<file path="config.mk">
export PLATFORM = sky130hd
export DESIGN_NAME = xor_desc_parser
export DESIGN_NICKNAME = d
export VERILOG_FILES = /design/src/rtl/xor_desc_pkg.sv /design/src/rtl/xor_desc_ctrl.sv /design/src/rtl/xor_desc_datapath.sv /design/src/rtl/xor_desc_parser.sv
export SDC_FILE = /design/constraint.sdc
export NUM_CORES = 1
export LEC_CHECK = 0
export CAP_MARGIN = 10
export CORE_AREA = 3 3 229 231
export DETAILED_ROUTE_END_ITERATION = 8
export DIE_AREA = 0 0 232 234
export PLACE_DENSITY = 0.68
export SYNTH_ARGS = -nofsm -noshare
export SYNTH_HDL_FRONTEND = slang
export SYNTH_HIERARCHICAL = 1
export SYNTH_SLANG_ARGS = --single-unit
</file>
<file path="constraint.sdc">
create_clock -name clk -period 2.19 [get_ports clk]
set_input_delay 0.438 -clock clk [delete_from_list [all_inputs] [get_ports clk]]
set_output_delay 0.438 -clock clk [all_outputs]
set_load 0.1 [all_outputs]
</file>
<file path="src/rtl/xor_desc_pkg.sv">
package xor_desc_pkg;
  localparam int DESC_WORDS = 32;
  localparam int IDX_W = $clog2(DESC_WORDS);
  localparam int ADDR_W = 48;
  localparam int HI_W = ADDR_W - 32;

  localparam int W_TAG = 0;
  localparam int W_CTRL = 2;
  localparam int W_LEN = 3;
  localparam int W_SRC_LO = 4;
  localparam int W_SRC_HI = 5;
  localparam int W_DST_LO = 6;
  localparam int W_DST_HI = 7;
  localparam int W_BUF_BASE = 8;

  localparam int MODE_MSB = 31;
  localparam int MODE_LSB = 28;
  localparam int NOTIFY_BIT = 27;
  localparam int CNT_MSB = 26;
  localparam int CNT_LSB = 22;
  localparam int PEN_BIT = 17;
  localparam int QEN_BIT = 16;
  localparam int CNT_W = CNT_MSB - CNT_LSB + 1;

  localparam logic [3:0] MODE_XOR = 4'd6;
  localparam logic [3:0] MODE_LAST = 4'd8;

  typedef struct packed {
    logic capture;
    logic [IDX_W-1:0] idx;
  } strobe_t;
endpackage

</file>
<file path="src/rtl/xor_desc_ctrl.sv">
module xor_desc_ctrl
  import xor_desc_pkg::*;
(
  input  logic    clk,
  input  logic    rstN,
  input  logic    inValid,
  output logic    inReady,
  input  logic    cmdReady,
  output logic    cmdValid,
  output logic    errPulse,
  input  logic    illegal,
  output strobe_t stb
);
  localparam logic [IDX_W-1:0] LAST_IDX = IDX_W'(DESC_WORDS - 1);

  logic [IDX_W-1:0] wordIdx;
  logic holding;
  logic accept;
  logic lastWord;

  assign inReady = !holding;
  assign accept = inValid && inReady;
  assign lastWord = accept && (wordIdx == LAST_IDX);
  assign cmdValid = holding;
  assign stb.capture = accept;
  assign stb.idx = wordIdx;

  always_ff @(posedge clk or negedge rstN) begin
    if (!rstN) begin
      wordIdx <= '0;
      holding <= 1'b0;
      errPulse <= 1'b0;
    end else begin
      errPulse <= lastWord && illegal;
      if (accept) wordIdx <= lastWord ? '0 : wordIdx + 1'b1;
      if (lastWord && !illegal) holding <= 1'b1;
      else if (holding && cmdReady) holding <= 1'b0;
    end
  end
endmodule

</file>
<file path="src/rtl/xor_desc_datapath.sv">
module xor_desc_datapath
  import xor_desc_pkg::*;
#(
  parameter int MAX_BUFS = 8
) (
  input  logic                       clk,
  input  logic                       rstN,
  input  strobe_t                    stb,
  input  logic [31:0]                inData,
  output logic [15:0]                cmdSwId,
  output logic [15:0]                cmdFlags,
  output logic [3:0]                 cmdMode,
  output logic                       cmdNotify,
  output logic                       cmdPEn,
  output logic                       cmdQEn,
  output logic [CNT_W-1:0]           cmdBufCount,
  output logic [31:0]                cmdByteCount,
  output logic [ADDR_W-1:0]          cmdSrcAddr,
  output logic [ADDR_W-1:0]          cmdDstAddr,
  output logic [MAX_BUFS*ADDR_W-1:0] cmdBufAddr,
  output logic                       illegal
);
  localparam int NUM_PAIRS = MAX_BUFS / 2;
  localparam logic [CNT_W-1:0] CNT_MAX = CNT_W'(MAX_BUFS);

  logic [31:0] ctrlWord;

  function automatic logic hit(input strobe_t s, input int w);
    return s.capture && (s.idx == IDX_W'(w));
  endfunction

  always_ff @(posedge clk or negedge rstN) begin
    if (!rstN) begin
      cmdSwId <= '0;
      cmdFlags <= '0;
      ctrlWord <= '0;
      cmdByteCount <= '0;
      cmdSrcAddr <= '0;
      cmdDstAddr <= '0;
    end else begin
      if (hit(stb, W_TAG)) begin
        cmdSwId <= inData[15:0];
        cmdFlags <= inData[31:16];
      end
      if (hit(stb, W_CTRL)) ctrlWord <= inData;
      if (hit(stb, W_LEN)) cmdByteCount <= inData;
      if (hit(stb, W_SRC_LO)) cmdSrcAddr[31:0] <= inData;
      if (hit(stb, W_SRC_HI)) cmdSrcAddr[ADDR_W-1:32] <= inData[HI_W-1:0];
      if (hit(stb, W_DST_LO)) cmdDstAddr[31:0] <= inData;
      if (hit(stb, W_DST_HI)) cmdDstAddr[ADDR_W-1:32] <= inData[HI_W-1:0];
    end
  end

  assign cmdMode = ctrlWord[MODE_MSB:MODE_LSB];
  assign cmdNotify = ctrlWord[NOTIFY_BIT];
  assign cmdBufCount = ctrlWord[CNT_MSB:CNT_LSB];
  assign cmdPEn = ctrlWord[PEN_BIT];
  assign cmdQEn = ctrlWord[QEN_BIT];

  assign illegal = (cmdMode > MODE_LAST) ||
                   ((cmdMode == MODE_XOR) &&
                    ((cmdBufCount == '0) || (cmdBufCount > CNT_MAX)));

  for (genvar k = 0; k < NUM_PAIRS; k++) begin : gPair
    localparam int BASE = W_BUF_BASE + 3 * k;
    logic [31:0] loEven;
    logic [31:0] loOdd;
    logic [HI_W-1:0] hiEven;
    logic [HI_W-1:0] hiOdd;

    always_ff @(posedge clk or negedge rstN) begin
      if (!rstN) begin
        loEven <= '0;
        loOdd <= '0;
        hiEven <= '0;
        hiOdd <= '0;
      end else begin
        if (hit(stb, BASE)) loEven <= inData;
        if (hit(stb, BASE + 1)) loOdd <= inData;
        if (hit(stb, BASE + 2)) begin
          hiEven <= inData[15:0];
          hiOdd <= inData[31:16];
        end
      end
    end

    assign cmdBufAddr[(2*k)*ADDR_W +: ADDR_W] = {hiEven, loEven};
    assign cmdBufAddr[(2*k+1)*ADDR_W +: ADDR_W] = {hiOdd, loOdd};
  end
endmodule

</file>
<file path="src/rtl/xor_desc_parser.sv">
module xor_desc_parser
  import xor_desc_pkg::*;
#(
  parameter int MAX_BUFS = 8
) (
  input  logic                       clk,
  input  logic                       rstN,
  input  logic                       inValid,
  input  logic [31:0]                inData,
  output logic                       inReady,
  output logic                       cmdValid,
  input  logic                       cmdReady,
  output logic                       errPulse,
  output logic [15:0]                cmdSwId,
  output logic [15:0]                cmdFlags,
  output logic [3:0]                 cmdMode,
  output logic                       cmdNotify,
  output logic                       cmdPEn,
  output logic                       cmdQEn,
  output logic [4:0]                 cmdBufCount,
  output logic [31:0]                cmdByteCount,
  output logic [47:0]                cmdSrcAddr,
  output logic [47:0]                cmdDstAddr,
  output logic [MAX_BUFS*48-1:0]     cmdBufAddr
);
  strobe_t stb;
  logic illegal;

  xor_desc_ctrl uCtrl (
    .clk(clk), .rstN(rstN), .inValid(inValid), .inReady(inReady),
    .cmdReady(cmdReady), .cmdValid(cmdValid), .errPulse(errPulse),
    .illegal(illegal), .stb(stb)
  );

  xor_desc_datapath #(.MAX_BUFS(MAX_BUFS)) uData (
    .clk(clk), .rstN(rstN), .stb(stb), .inData(inData),
    .cmdSwId(cmdSwId), .cmdFlags(cmdFlags), .cmdMode(cmdMode),
    .cmdNotify(cmdNotify), .cmdPEn(cmdPEn), .cmdQEn(cmdQEn),
    .cmdBufCount(cmdBufCount), .cmdByteCount(cmdByteCount),
    .cmdSrcAddr(cmdSrcAddr), .cmdDstAddr(cmdDstAddr),
    .cmdBufAddr(cmdBufAddr), .illegal(illegal)
  );
endmodule

</file>
; After elaboration in Yosys (flattened, before gate mapping)
; Cells that the tools add are included.
[word_totals]
out_inout_bits = 559
ram_bits = 0
input_bits = 36
latchBits = 0
romBits = 0
n_memories = 0
wordCells = 85
regBits = 583
[op_classes]
bitwise_logic = 0
n_eq_ne = 20
multipliers = 0
div = 0
n_shift = 0
magnitude_cmp = 2
n_reduce_logical = 32
add_sub_neg = 1
muxes = 3
[ops]
columns = cell, count
row1 = $eq 5x4->1 const B, 8
row2 = $eq 5x5->1 const B, 5
row3 = $logic_and 1x1->1, 25
row4 = $eq 5x3->1 const B, 4
row5 = $eq 5x2->1 const B, 2
row6 = $logic_not 5->1, 2
row7 = $add 5x1->5 const B, 1
row8 = $gt 5x4->1 const B, 1
row9 = $mux 5, 1
row10 = $eq 4x3->1 const B, 1
row11 = $gt 4x4->1 const B, 1
row12 = $logic_not 1->1, 2
row13 = $logic_or 1x1->1, 2
row14 = $mux 1, 2
row15 = $reduce_bool 2->1, 1

; Logic depth before layout (Yosys ltp)
[depth]
word_depth = 7
ltp_mapped = 9

; Cells and area by module
; The synthesis kept the hierarchy.
[by_module_without_submodules]
columns = module, instances, area_each_um2, cells_each, seq_area_each_um2
row1 = xor_desc_datapath, 1, 20937.6, 1234, 13913.3
row2 = xor_desc_ctrl, 1, 350.3, 33, 175.2

; Least setup slack after synthesis
; No wires, ideal clock.
[synth_timing]
kind = register to register
start = register uCtrl.holding, in the netlist uCtrl/cmdValid
end = register uData.cmdDstAddr[37]
arrival_time_ps = 2504
slack_ps = -442
n_path_buf = 4
required_time_ps = 2062
path_stages_with_launch = 10
synth_period_minus_slack_ps = 2632
cell_sequence = dfrtp_1 > nand2b_4 > buf_6 > inv_1 > buf_4 > and4bb_2 > and3_1 > buf_2 > buf_4 > mux2_1
[synth_between]
elab_chain_cells = 3
[synth_lines]
columns = element, line
row1 = "start, declared", xor_desc_ctrl.sv:17  ; logic holding;
row2 = "start signal, assigned", xor_desc_ctrl.sv:31  ; holding <= 1'b0;
row3 = "start signal, assigned", xor_desc_ctrl.sv:36  ; if (lastWord && !illegal) holding <= 1'b1;
row4 = "start signal, assigned", xor_desc_ctrl.sv:37  ; else if (holding && cmdReady) holding <= 1'b0;
row5 = $logic_not 1->1, xor_desc_ctrl.sv:21  ; assign inReady = !holding;
row6 = $logic_and 1x1->1, xor_desc_ctrl.sv:22  ; assign accept = inValid && inReady;
row7 = named net uCtrl.accept, xor_desc_ctrl.sv:18  ; logic accept;
row8 = $logic_and 1x1->1, xor_desc_datapath.sv:29  ; return s.capture && (s.idx == IDX_W'(w));
row9 = "end signal, assigned by index", xor_desc_datapath.sv:50  ; if (hit(stb, W_DST_HI)) cmdDstAddr[ADDR_W-1:32] <= inData[HI_W-1:0];
row10 = "end, declared", xor_desc_datapath.sv:19  ; output logic [ADDR_W-1:0] cmdDstAddr,
; The timed path passes the listed nets, and every way through them passes these cells.
; A chain may end at the register's enable or synchronous reset.

==> metrics.txt <==
Layout Skew=roughly 0.028 ns; Routability Congestion=0.800; Clock Latency Late Sink=0.61 ns; number of clock sinks=between 500 and 600; post-synthesis cell area=between 20000 and 25000 um2; largest buffer count on any clock path=3; Syn Inst Count=about 1300; vias in the first global route=approximately 14000; combinational family with the most area after synthesis=multiplexers; drt pass-1 iters=4; CP top delay family=simple AND/OR/NAND/NOR gates; ratio of final minimum period to clock period=between 90 and 100%; slowest cell delay on critical path=between 0.4 and 0.5 ns; Row Count=82; syn_area_per_cell=about 17 um2; DIE WIDTH=232 um; outcome=complete, no violations; first-pass GRT wire length=~96000 um; crit start category=flip-flop; Slew Viols, Final=0; Area Growth Syn to Fin=37.7%; Final Hold Viols=0; CP endpoint kind=flip-flop; post-synthesis simple-gate area fraction=1.25%; DIE HEIGHT=234 um; Max transition margin=between 60% and 70%; MaxCap Viol Count=0; Tot GR Track Use=approximately 24%; DR vias=about 13000; Yosys reg bits=about 560; nets=roughly 2000; Compound-Gate Fraction of Synth Area=less than 1%; DR WL/cell=around 25 um; layout cells sized above 1=~66%; crit path from=uCtrl/cmdValid; I/O pins=around 600; Arr. time, crit path=2.51 ns; Adder-Cell Fraction of Synth Area=less than 1%; DR iter-0 viols=roughly 530; # fillers=slightly above 4000; Buf/Inv on CP=3; mux cell area share after synthesis=a little under a third; initial antenna violation count=1; CORE AREA=between 50000 and 60000 um2; most frequent cells in the layout=buf_4, dfrtp_1, mux2_2; type of the worst setup path=reg -> reg; pin count of the biggest net entering global routing=~80; Max FO, Critical Path=28; HPWL Detailed=between 40000 and 50000 um; IO Port Bufs=594; die area=54300 um2; global route overflow=0; CTS Buf Count=56; Initial Util=42.3%; Crit-path slowest cell=dfrtp_4; HP Class=in -> async; Post-Syn Nets=between 1000 and 1500; RSZ-0062 raised after global routing=no; crit-path cells=nand2b_4 -> inv_2 -> nand4b_4 -> buf_12 -> nor3b_4 -> buf_12 -> mux2_2; sequential area share after synthesis=between 60% and 70%; Post-Synth XOR/XNOR Area=0%; Max Freq=slightly below 0.5 GHz; launching point of the worst reg2reg path=uCtrl/cmdValid; Root Buffer=clkbuf_16; Critical Path RT=between 2 and 3 ns; Final setup viols=0; Tmin final=just over 2 ns; H-tree levels=2; Worst Tran Pin Value=about 0.47 ns; final WL=~67000 um; CTS tree=yes; DRC=0; fin worst setup slack=0.150 ns; post-CTS setup buffers=0; Place WS=-0.277 ns; Syn. warnings=6; most common cell after layout, fill and taps aside=buf_4; Vias/cell=just over 5; synth unique cells=32; most frequent CP cell=buf_12; clock-pin slew on the worst setup and hold paths=roughly 0.060 ns; post-route ant nets=0
==> Yosys cell counts <==
library cell / instances / area share (%)
nand3b_1: 1 / 0.035
nor3_1: 1 / 0.023
nor4b_2: 1 / 0.071
mux2_1: 24 / 1.3
nand2b_1: 1 / 0.029
o21ai_1: 1 / 0.023
buf_2: 51 / 1.2
nand2b_4: 1 / 0.065
o31ai_1: 2 / 0.071
nor3b_2: 2 / 0.12
nand3_1: 2 / 0.047
and4bb_2: 3 / 0.18
buf_4: 2 / 0.071
buf_6: 4 / 0.21
dfrtp_1: 563 / 66
nor2b_1: 5 / 0.15
and3_1: 3 / 0.088
a31oi_1: 1 / 0.029
or3_1: 1 / 0.029
nand4b_2: 1 / 0.071
nor4_1: 1 / 0.029
mux2_4: 31 / 2.2
o31a_1: 1 / 0.041
clkbuf_2: 1 / 0.023
mux2_2: 502 / 27
clkbuf_1: 32 / 0.56
o21ai_0: 5 / 0.12
ha_1: 2 / 0.12
nand2_1: 15 / 0.26
o32ai_1: 1 / 0.041
inv_1: 3 / 0.053
nor2_1: 3 / 0.053
==> state kept, by name, indices dropped and copies added, names as in the netlist <==
| register | cells |
|---|---|
| uCtrl/errPulse | 1 |
| uData/cmdDstAddr | 48 |
| uData/gPair.hiEven | 64 |
| uData/cmdSrcAddr | 48 |
| uData/gPair.loOdd | 128 |
| uData/cmdSwId | 16 |
| uCtrl/wordIdx | 5 |
| uData/gPair.hiOdd | 64 |
| uData/cmdFlags | 16 |
| uData/gPair.loEven | 128 |
| uCtrl/cmdValid | 1 |
| uData/ctrlWord | 12 |
| uData/cmdByteCount | 32 |
==> timing repair <==
action | 4_1_cts | 5_1_grt
hold endpoints to repair | 33 | 0
hold buffers | 1 | 0
gates resized for setup | 0 | 0
setup endpoints to repair | 0 | 0
==> metrics by stage <==
stage | area, um2 | util, % | std cells | setup TNS (ns) | hold WS (ns)
2_1_floorplan | 21400 | - | 1267 | -0.0936 | 0.142
3_3_place_gp | 27400 | 54.5 | 2531 | -66.30 | 0.373
3_5_place_dp | 27400 | 54.5 | 2531 | -81.62 | 0.376
4_1_cts | 29300 | 58.3 | 2637 | 0 | 0.356
5_1_grt | 29300 | 58.3 | 2638 | 0 | 0.357
6_report | 29300 | 58.3 | 2638 | 0 | 0.344
==> worst paths after layout <==
check / endpoint / slack, ns / depth (start not counted)
min in group clk: uCtrl/cmdValid / 0.45 / 2
worst min-delay path: uData/gPair[0].loEven[7] / 0.34 / 2
max in group asynchronous: uData/cmdSwId[8] / 1.02 / 3
worst max-delay path: uData/gPair[2].loEven[9] / 0.15 / 7
worst min register to register: uData/cmdByteCount[19] / 0.49 / 1
worst max register to register: uData/gPair[2].loEven[9] / 0.15 / 7
==> cell type report <==
| class | instances | area [um2] | share of cell area (%) |
|---|---|---|---|
| repair buffers | 683 | 5620 | 19.2 |
| multi-input cells | 611 | 6840 | 23.3 |
| clock buffers | 87 | 1660 | 5.66 |
| well taps | 672 | 841 | 2.87 |
| clock inverters | 18 | 253 | 0.862 |
| diodes | 1 | 2.50 | 0.00854 |
| inverters | 3 | 11.3 | 0.0384 |
| flip-flops and latches | 563 | 14100 | 48.1 |
==> logic make-up after synthesis <==
group / count (synthesis)
AOI/OAI and AO/OA: 11
muxes: 557
DFF: 563
adders and majority gates: 2
buffers and inverters: 93
and+or+nand+nor: 41
==> metal layers <==
layer | global-route usage [%] | wire (um) | vias to the layer above
met5 | 0 | 0 | -
met1 | 29.4 | 26100 | 7027
li1 | - | - | 5752
met2 | 40.4 | 33000 | 437
met4 | 7.61 | 2080 | 0
met3 | 7.90 | 5440 | 112
Power is not shown: default switching activity piles up to over one toggle a cycle in this logic, so the estimate is an artifact.
